`src/rtl/sdpot_pkg.sv`:
```
package sdpot_pkg;
  localparam int BYTE_W = 8;

  typedef enum logic [3:0] {
    OP_STEP          = 4'h2,
    OP_RD_STATUS     = 4'h5,
    OP_RD_WIPER      = 4'h9,
    OP_WR_WIPER      = 4'hA,
    OP_RD_DREG       = 4'hB,
    OP_WR_DREG       = 4'hC,
    OP_DREG_TO_WIPER = 4'hD,
    OP_WIPER_TO_DREG = 4'hE
  } op_e;

  typedef enum logic [1:0] {
    PH_CMD,
    PH_DATA,
    PH_STEP,
    PH_DONE
  } phase_e;
endpackage

```
`src/rtl/sdpot_sync.sv`:
```
module sdpot_sync #(
  parameter int W = 3,
  parameter int STAGES = 2,
  parameter logic [W-1:0] RST_VAL = '0
) (
  input  logic         clk,
  input  logic         rst,
  input  logic [W-1:0] d,
  output logic [W-1:0] q
);
  logic [W-1:0] pipe [STAGES];

  always_ff @(posedge clk) begin
    if (rst) pipe[0] <= RST_VAL;
    else     pipe[0] <= d;
  end

  for (genvar s = 1; s < STAGES; s++) begin : g_stage
    always_ff @(posedge clk) begin
      if (rst) pipe[s] <= RST_VAL;
      else     pipe[s] <= pipe[s-1];
    end
  end

  assign q = pipe[STAGES-1];
endmodule

```
`src/rtl/sdpot_wiper.sv`:
```
module sdpot_wiper #(
  parameter int WIDTH = 6
) (
  input  logic             clk,
  input  logic             rst,
  input  logic             load,
  input  logic [WIDTH-1:0] load_val,
  input  logic             step,
  input  logic             up,
  output logic [WIDTH-1:0] pos
);
  localparam logic [WIDTH-1:0] TOP_POS = {WIDTH{1'b1}};
  localparam logic [WIDTH-1:0] BOT_POS = '0;

  always_ff @(posedge clk) begin
    if (rst) begin
      pos <= BOT_POS;
    end else if (load) begin
      pos <= load_val;
    end else if (step) begin
      if (up && pos != TOP_POS)       pos <= pos + 1'b1;
      else if (!up && pos != BOT_POS) pos <= pos - 1'b1;
    end
  end
endmodule

```
`src/rtl/sdpot_nvbank.sv`:
```
module sdpot_nvbank #(
  parameter int WIDTH = 6,
  parameter int NREG = 4,
  parameter int BUSY_CYCLES = 400
) (
  input  logic                    clk,
  input  logic                    rst,
  input  logic                    wr_req,
  input  logic [$clog2(NREG)-1:0] wr_sel,
  input  logic [WIDTH-1:0]        wr_val,
  output logic                    busy,
  output logic [NREG*WIDTH-1:0]   regs_flat
);
  localparam int CNT_W = $clog2(BUSY_CYCLES + 1);
  localparam logic [CNT_W-1:0] CNT_LOAD = CNT_W'(BUSY_CYCLES - 1);

  logic [WIDTH-1:0] mem [NREG];
  logic [CNT_W-1:0] cnt;
  logic             accept;

  assign accept = wr_req && !busy;

  always_ff @(posedge clk) begin
    if (rst) begin
      for (int i = 0; i < NREG; i++) mem[i] <= '0;
    end else if (accept) begin
      mem[wr_sel] <= wr_val;
    end
  end

  always_ff @(posedge clk) begin
    if (rst) begin
      busy <= 1'b0;
      cnt  <= '0;
    end else if (accept) begin
      busy <= 1'b1;
      cnt  <= CNT_LOAD;
    end else if (busy) begin
      if (cnt == '0) busy <= 1'b0;
      else           cnt  <= cnt - 1'b1;
    end
  end

  for (genvar g = 0; g < NREG; g++) begin : g_flat
    assign regs_flat[g*WIDTH +: WIDTH] = mem[g];
  end
endmodule

```
`src/rtl/sdpot_ctrl.sv`:
```
module sdpot_ctrl
  import sdpot_pkg::*;
#(
  parameter int WIDTH = 6,
  parameter int NREG = 4,
  parameter int BUSY_CYCLES = 400,
  parameter int SYNC_STAGES = 2
) (
  input  logic             clk,
  input  logic             rst,
  input  logic             cs_n,
  input  logic             sclk,
  input  logic             sdi,
  output logic             sdo,
  output logic [WIDTH-1:0] wiper
);
  localparam int SEL_W = $clog2(NREG);

  logic cs_s, sclk_s, sdi_s, sclk_q, rise, last_bit;
  logic [BYTE_W-1:0]   shifted, rd_word, out_q;
  logic [BYTE_W-2:0]   shreg;
  logic [2:0]          bit_cnt;
  logic [3:0]          cmd;
  logic [SEL_W-1:0]    sel, new_sel;
  phase_e              phase, cmd_phase;
  logic [NREG*WIDTH-1:0] regs_flat;
  logic                nv_busy;

  logic             wp_load, wp_step;
  logic [WIDTH-1:0] wp_val;
  logic             nv_req;
  logic [SEL_W-1:0] nv_sel;
  logic [WIDTH-1:0] nv_val;
  logic             rsv_ok;

  sdpot_sync #(.W(3), .STAGES(SYNC_STAGES), .RST_VAL(3'b100)) u_sync (
    .clk(clk), .rst(rst), .d({cs_n, sclk, sdi}), .q({cs_s, sclk_s, sdi_s})
  );

  assign rise     = sclk_s && !sclk_q && !cs_s;
  assign last_bit = (bit_cnt == 3'd7);
  assign shifted  = {shreg, sdi_s};
  assign new_sel  = shifted[SEL_W-1:0];
  assign rsv_ok   = (shifted[3:SEL_W] == '0);

  // Value returned by a read, picked when the instruction byte completes
  always_comb begin
    rd_word = '0;
    case (shifted[7:4])
      OP_RD_WIPER:  rd_word = BYTE_W'(wiper);
      OP_RD_DREG:   rd_word = BYTE_W'(regs_flat[new_sel*WIDTH +: WIDTH]);
      OP_RD_STATUS: rd_word = {{(BYTE_W-1){1'b0}}, nv_busy};
      default:      rd_word = '0;
    endcase
    if (!rsv_ok) rd_word = '0;
  end

  always_comb begin
    cmd_phase = PH_DONE;
    if (rsv_ok) begin
      case (shifted[7:4])
        OP_RD_WIPER, OP_RD_DREG, OP_RD_STATUS,
        OP_WR_WIPER, OP_WR_DREG:               cmd_phase = PH_DATA;
        OP_STEP:                               cmd_phase = PH_STEP;
        default:                               cmd_phase = PH_DONE;
      endcase
    end
  end

  // Action strobes toward wiper and storage bank
  always_comb begin
    wp_load = 1'b0;
    wp_val  = '0;
    wp_step = 1'b0;
    nv_req  = 1'b0;
    nv_sel  = sel;
    nv_val  = '0;
    if (rise) begin
      case (phase)
        PH_CMD: if (last_bit && rsv_ok) begin
          if (shifted[7:4] == OP_DREG_TO_WIPER) begin
            wp_load = 1'b1;
            wp_val  = regs_flat[new_sel*WIDTH +: WIDTH];
          end else if (shifted[7:4] == OP_WIPER_TO_DREG) begin
            nv_req = 1'b1;
            nv_sel = new_sel;
            nv_val = wiper;
          end
        end
        PH_DATA: if (last_bit) begin
          if (cmd == OP_WR_WIPER) begin
            wp_load = 1'b1;
            wp_val  = shifted[WIDTH-1:0];
          end else if (cmd == OP_WR_DREG) begin
            nv_req = 1'b1;
            nv_val = shifted[WIDTH-1:0];
          end
        end
        PH_STEP: wp_step = 1'b1;
        default: ;
      endcase
    end
  end

  always_ff @(posedge clk) begin
    if (rst) begin
      sclk_q  <= 1'b0;
      phase   <= PH_CMD;
      bit_cnt <= '0;
      shreg   <= '0;
      cmd     <= '0;
      sel     <= '0;
      out_q   <= '0;
    end else begin
      sclk_q <= sclk_s;
      if (cs_s) begin
        phase   <= PH_CMD;
        bit_cnt <= '0;
        out_q   <= '0;
      end else if (rise) begin
        bit_cnt <= bit_cnt + 3'd1;
        shreg   <= shifted[BYTE_W-2:0];
        out_q   <= {out_q[BYTE_W-2:0], 1'b0};
        case (phase)
          PH_CMD: if (last_bit) begin
            cmd   <= shifted[7:4];
            sel   <= new_sel;
            out_q <= rd_word;
            phase <= cmd_phase;
          end
          PH_DATA: if (last_bit) phase <= PH_DONE;
          default: ;
        endcase
      end
    end
  end

  assign sdo = out_q[BYTE_W-1];

  sdpot_wiper #(.WIDTH(WIDTH)) u_wiper (
    .clk(clk), .rst(rst), .load(wp_load), .load_val(wp_val),
    .step(wp_step), .up(sdi_s), .pos(wiper)
  );

  sdpot_nvbank #(.WIDTH(WIDTH), .NREG(NREG), .BUSY_CYCLES(BUSY_CYCLES)) u_bank (
    .clk(clk), .rst(rst), .wr_req(nv_req), .wr_sel(nv_sel), .wr_val(nv_val),
    .busy(nv_busy), .regs_flat(regs_flat)
  );
endmodule

```
`config.mk`:
```
export PLATFORM = sky130hd
export DESIGN_NAME = sdpot_ctrl
export DESIGN_NICKNAME = d
export VERILOG_FILES = /design/src/rtl/sdpot_pkg.sv /design/src/rtl/sdpot_sync.sv /design/src/rtl/sdpot_wiper.sv /design/src/rtl/sdpot_nvbank.sv /design/src/rtl/sdpot_ctrl.sv
export SDC_FILE = /design/constraint.sdc
export NUM_CORES = 1
export LEC_CHECK = 0
export BUFFER_PORTS_ARGS = -buffer_cell sky130_fd_sc_hd__buf_2
export CORE_AREA = 3 3 82 84
export DETAILED_ROUTE_END_ITERATION = 10
export DIE_AREA = 0 0 85 87
export PLACE_DENSITY = 0.76
export REMOVE_ABC_BUFFERS = 1
export SLEW_MARGIN = 25
export SYNTH_ARGS = -nofsm -noshare
export SYNTH_HDL_FRONTEND = slang
export SYNTH_SLANG_ARGS = --single-unit
export TNS_END_PERCENT = 1
```
`constraint.sdc`:
```
create_clock -name clk -period 3.49 [get_ports clk]
set_input_delay 0.1745 -clock clk [delete_from_list [all_inputs] [get_ports clk]]
set_output_delay 0.1745 -clock clk [all_outputs]
set_load 0.01 [all_outputs]
```
# Word-level counts from Yosys, hierarchy flattened
# Memories as Yosys holds them, arrays and structs flattened.
# Index checks and enable logic that the tools add are counted.
# totals
ramBits	30
memories	2
input_bits	5
elab_cells	133
register_bits	43
out_inout_bits	7
# mem_list
name	depth	word_bits	rd	rd_ports_with_merged_regs	wr	line	rtl
u_bank.mem	4	6	4	0	4	sdpot_nvbank.sv:17	logic [WIDTH-1:0] mem [NREG];
u_sync.pipe	2	3	2	0	2	sdpot_sync.sv:11	logic [W-1:0] pipe [STAGES];
# op_classes
bitwise	4
eq_ne	17
n_addsub	4
shift	1
n_mux	65
n_reduce_logical	28
multipliers	1
# ops
op	count
$mux W6	17
$eq A4 B4 Y1 const B	8
$mux W9	3
$mux W1	24
$mux W8	3
$pmux W6 S2	2
$shiftx A24 B6 Y6	1
$mux W2	9
$pmux W6 S3	1
$logic_not A9 Y1	1
$sub A9 B1 Y9 const B	1
$pmux W2 S2	2
$reduce_and A2 Y1	4
$reduce_and A4 Y1	2
$add A6 B1 Y6 const B	1
$logic_and A1 B1 Y1	6
$mux W3	2
$ne A6 B6 Y1 const B	1
$reduce_bool A2 Y1	3
$reduce_bool A6 Y1	1
$reduce_or A6 Y1	1
$sub A6 B1 Y6 const B	1
$reduce_or A5 Y1	1
$eq A4 B2 Y1 const B	1
other kinds (15)	24

# Depth between registers and ports, before layout
# depth
depth_word	12
mapped_depth	10
depth_no_buf	9

# Hierarchy
# From an unflattened synthesis, not the netlist that was laid out.
# hier_totals
cells_unflattened	373
hier_area_um2	3724.8
# by_module_without_submodules
module	area_per_inst_um2	seq_area_each_um2	cells_each	n_inst
sdpot_ctrl	1656.6	540.5	195	1
sdpot_nvbank	1420.1	920.9	112	1
sdpot_wiper	490.5	120.1	54	1
sdpot_sync	157.7	120.1	12	1

# Worst setup path before layout
# Ideal clock, no wire load.
# synth_path
path_kind	reg2reg
startpoint	reg bit_cnt[0]
endpoint	mem u_bank.mem[1][0], enable pin
path_stages_with_launch	9
path_buffers	1
setup_ns	0.322
arrival_ns	2.570
required_ns	3.168
setup_slack_ns	0.598
period_less_slack_ns	2.892
cell_sequence	dfxtp_1 > ha_1 > ha_1 > or3b_2 > or4_1 > clkbuf_1 > or3_1 > a211o_1 > nand2b_1
# synth_lines
item	line	rtl
start, declared	sdpot_ctrl.sv:22	logic [2:0] bit_cnt;
start signal, assigned	sdpot_ctrl.sv:121	bit_cnt <= bit_cnt + 3'd1;
end, declared	sdpot_nvbank.sv:17	

==> run metrics <==
Die H slightly below 90 um; synthesized instance count between 300 and 400; Setup TNS Final 0 ps; final setup margin about 330 ps; final wirelength about 8000 um; ant diodes 0; CP max FO 7; Min Hold Slack between 30 and 40 ps; Pwr Total 1.68 mW; synth top area cells dfxtp_1 (27%), edfxtp_1 (20%), nor2_1 (4.4%); CTS resizes 0; Synth Warn # 0; Port Buffers 11; DR WL/cell 16.7 um; GRT Util Overall between 20% and 30%; Row Count 28; CTS tree yes; CP max stage delay about 680 ps; Post-synth EDFFs 24; Mapped Avg Cell Area 9.42 um2; largest area contributor in the netlist dfxtp_1; Hold Crit Class input port to flop; slowest CP cell or4_1; DP HPWL between 5000 and 6000 um; Final setup viols 0; max cap viols 0; cell area power density 421 nW/um2; Via density 6.16; pre-CTS worst setup slack between 300 and 400 ps; crit path DAT between 3000 and 4000 ps; Post-CTS Setup Bufs 0; vias in the first global route about 2,700; IO Pins 12; Distinct cells, synth 53; largest net degree at the start of global routing 36; FFs w/ async S/R, synth 0%; Clock Root Buffer clkbuf_8; Clock Sinks 73; Core ar. about 6000 um2; crit-path cells ha_1 -> ha_1 -> or3b_2 -> or4_1 -> or3_1 -> a211o_1 -> nand2b_1; initial antenna violation count 0; clock share of power 44.2%; critical path startpoint category flop; share of the synthesized area in the top cell type 27.2%; Slew HR a little over half; routability-driven placement congestion ratio ~0.85; ratio of cells with drive above 1 in the final layout approximately 16%; number of fill cells between 400 and 500; Required @ worst endpoint roughly 3500 ps; grt ovf 0; Hold Fails Final Rpt 0; DP Cell Count approximately 460; combinational share of power 2.7%; CP endpoint kind flop; first-pass GRT wire length about 13,000 um; Seq/Total Area, Yosys 47.2%; Net Sw Power 0.345 mW; Final Critical Period between 3000 and 4000 ps; Primary FF master, synth dfxtp_1; H-Tree Depth 3; sequential share of power roughly 53%; Final nets 407; Syn-to-layout area delta 11.0%; Yosys reg bits 73; Initial Util between 60% and 70%; clk_lat worst skew about 350 ps; fmax ~320 MHz; Final Cycle Share about nine tenths; Die Wd about 85 um; Worst Setup Path Type flop to flop; Internal Pwr Total between 1 and 1.5 mW; non-filler cells, final about 470; clk slew on worst S/H paths 70 ps; Routed Antenna Nets 0; die area 7400 um2; mapped cell area ~3600 um2; RSZ-0062 raised after global routing no; Post-CTS Hold Buffers 1; Switching Share between 20 and 25%; clock buffer depth 2; Max Clock Skew 9.23 ps; DRT Pass-1 Iters 4; DR iter-0 viols 244; top cells by count, synth dfxtp_1 (49), nor2_1 (42), nand2_1 (34), a21oi_1 (27), edfxtp_1 (24); R2R setup slack approximately 330 ps; Leak roughly 1.5 nW; most frequent cell after synthesis dfxtp_1; CTS Buf Count 9; Max VDD drop 276 uV; drt drc 0; status completed; Max Slew Vio Count 0; Top cell by count, worst path ha_1; vias 2,919; worst-margin pin slew 697 ps
==> per-layer routing <==
metal | global-route usage, % | wire, um | vias to the layer above
met5 | 0 | 0 | -
met4 | 9.93 | 167 | 0
met3 | 4.45 | 424 | 18
met2 | 35.6 | 3690 | 85
met1 | 32.2 | 3640 | 1404
li1 | - | - | 1412
==> final timing paths <==
| kind | start | end | depth (start not counted) |
|---|---|---|---|
| worst max-delay path | bit_cnt[0] | u_bank.mem[1][1] | 7 |
| worst min register to register | u_sync.pipe[0][2] | u_sync.pipe[1][2] | 1 |
| worst max register to register | bit_cnt[0] | u_bank.mem[1][1] | 7 |
| worst min-delay path | sdi | u_sync.pipe[0][0] | 2 |
==> worst max-delay path: cells and delay by family, from the launching register on <==
kind,cells,cell delay (ps)
AOI/OAI and AO/OA,1,360
DFF,1,360
adders and majority gates,2,350
and+or+nand+nor,4,1770
==> logic make-up after synthesis <==
logic type | share of synthesized area, %
flip-flops | 47.2
AND/OR/NAND/NOR | 22.0
adder cells (fa/ha/maj) | 2.98
multiplexers | 5.59
AO/OA/AOI/OAI | 15.7
buffers and inverters | 4.06
XOR/XNOR | 2.43
==> sequential cells by signal (all words and copies together), names as in the netlist <==
register     cells
u_bank.mem      24
u_bank.cnt       9
out_q            8
shreg            7
u_sync.pipe      6
u_wiper.pos      6
cmd              4
bit_cnt          3
phase            2
sel              2
sclk_q           1
u_bank.busy      1
==> power groups by stage <==
stage	clock network [mW]	logic [mW]	registers [mW]
floorplan	0	0.0250	0.911
global placement	0	0.0445	0.912
detailed placement	0	0.0450	0.912
CTS	0.754	0.0461	0.893
global route	0.797	0.0512	0.894
finish	0.744	0.0462	0.893
==> layout by cell type, fill, tap and decap left out, drive strengths merged, types with 3 or more instances in the layout <==
| cell | n |
|---|---|
| nor4 | 4 |
| mux2 | 5 |
| nor2 | 42 |
| mux4 | 6 |
| nor3 | 11 |
| clkbuf | 12 |
| dfxtp | 49 |
| a22oi | 14 |
| nand2b | 7 |
| clkinv | 3 |
| nand3b | 3 |
| xnor2 | 7 |
| xor2 | 3 |
| buf | 22 |
| ha | 7 |
| or2 | 6 |
| a211oi | 10 |
| a21o | 3 |
| nor3b | 4 |
| or3b | 3 |
| nor2b | 8 |
| o21ai | 7 |
| or3 | 9 |
| nand2 | 34 |
| nand3 | 14 |
| inv | 16 |
| edfxtp | 24 |
| a21oi | 27 |
| a31oi | 6 |
| or4 | 4 |
==> metrics by stage <==
stage	area [um2]	util [%]
after detailed placement	3760	62.7
after global routing	4000	66.8
after CTS	4000	66.8
final	4000	66.8
after floorplan	3520	-
after global placement	3760	62.7
==> area by class of cell <==
type | instances | area, um2 | area share [%]
Timing Repair Buffer | 23 | 148 | 3.69
Multi-Input combinational cell | 271 | 1770 | 44.1
Inverter | 16 | 60.1 | 1.50
Sequential cell | 73 | 1700 | 42.5
Tap cell | 75 | 93.8 | 2.34
Clock buffer | 12 | 188 | 4.69
Clock inverter | 4 | 45.0 | 1.13
Power figures use the tool's default switching activity.
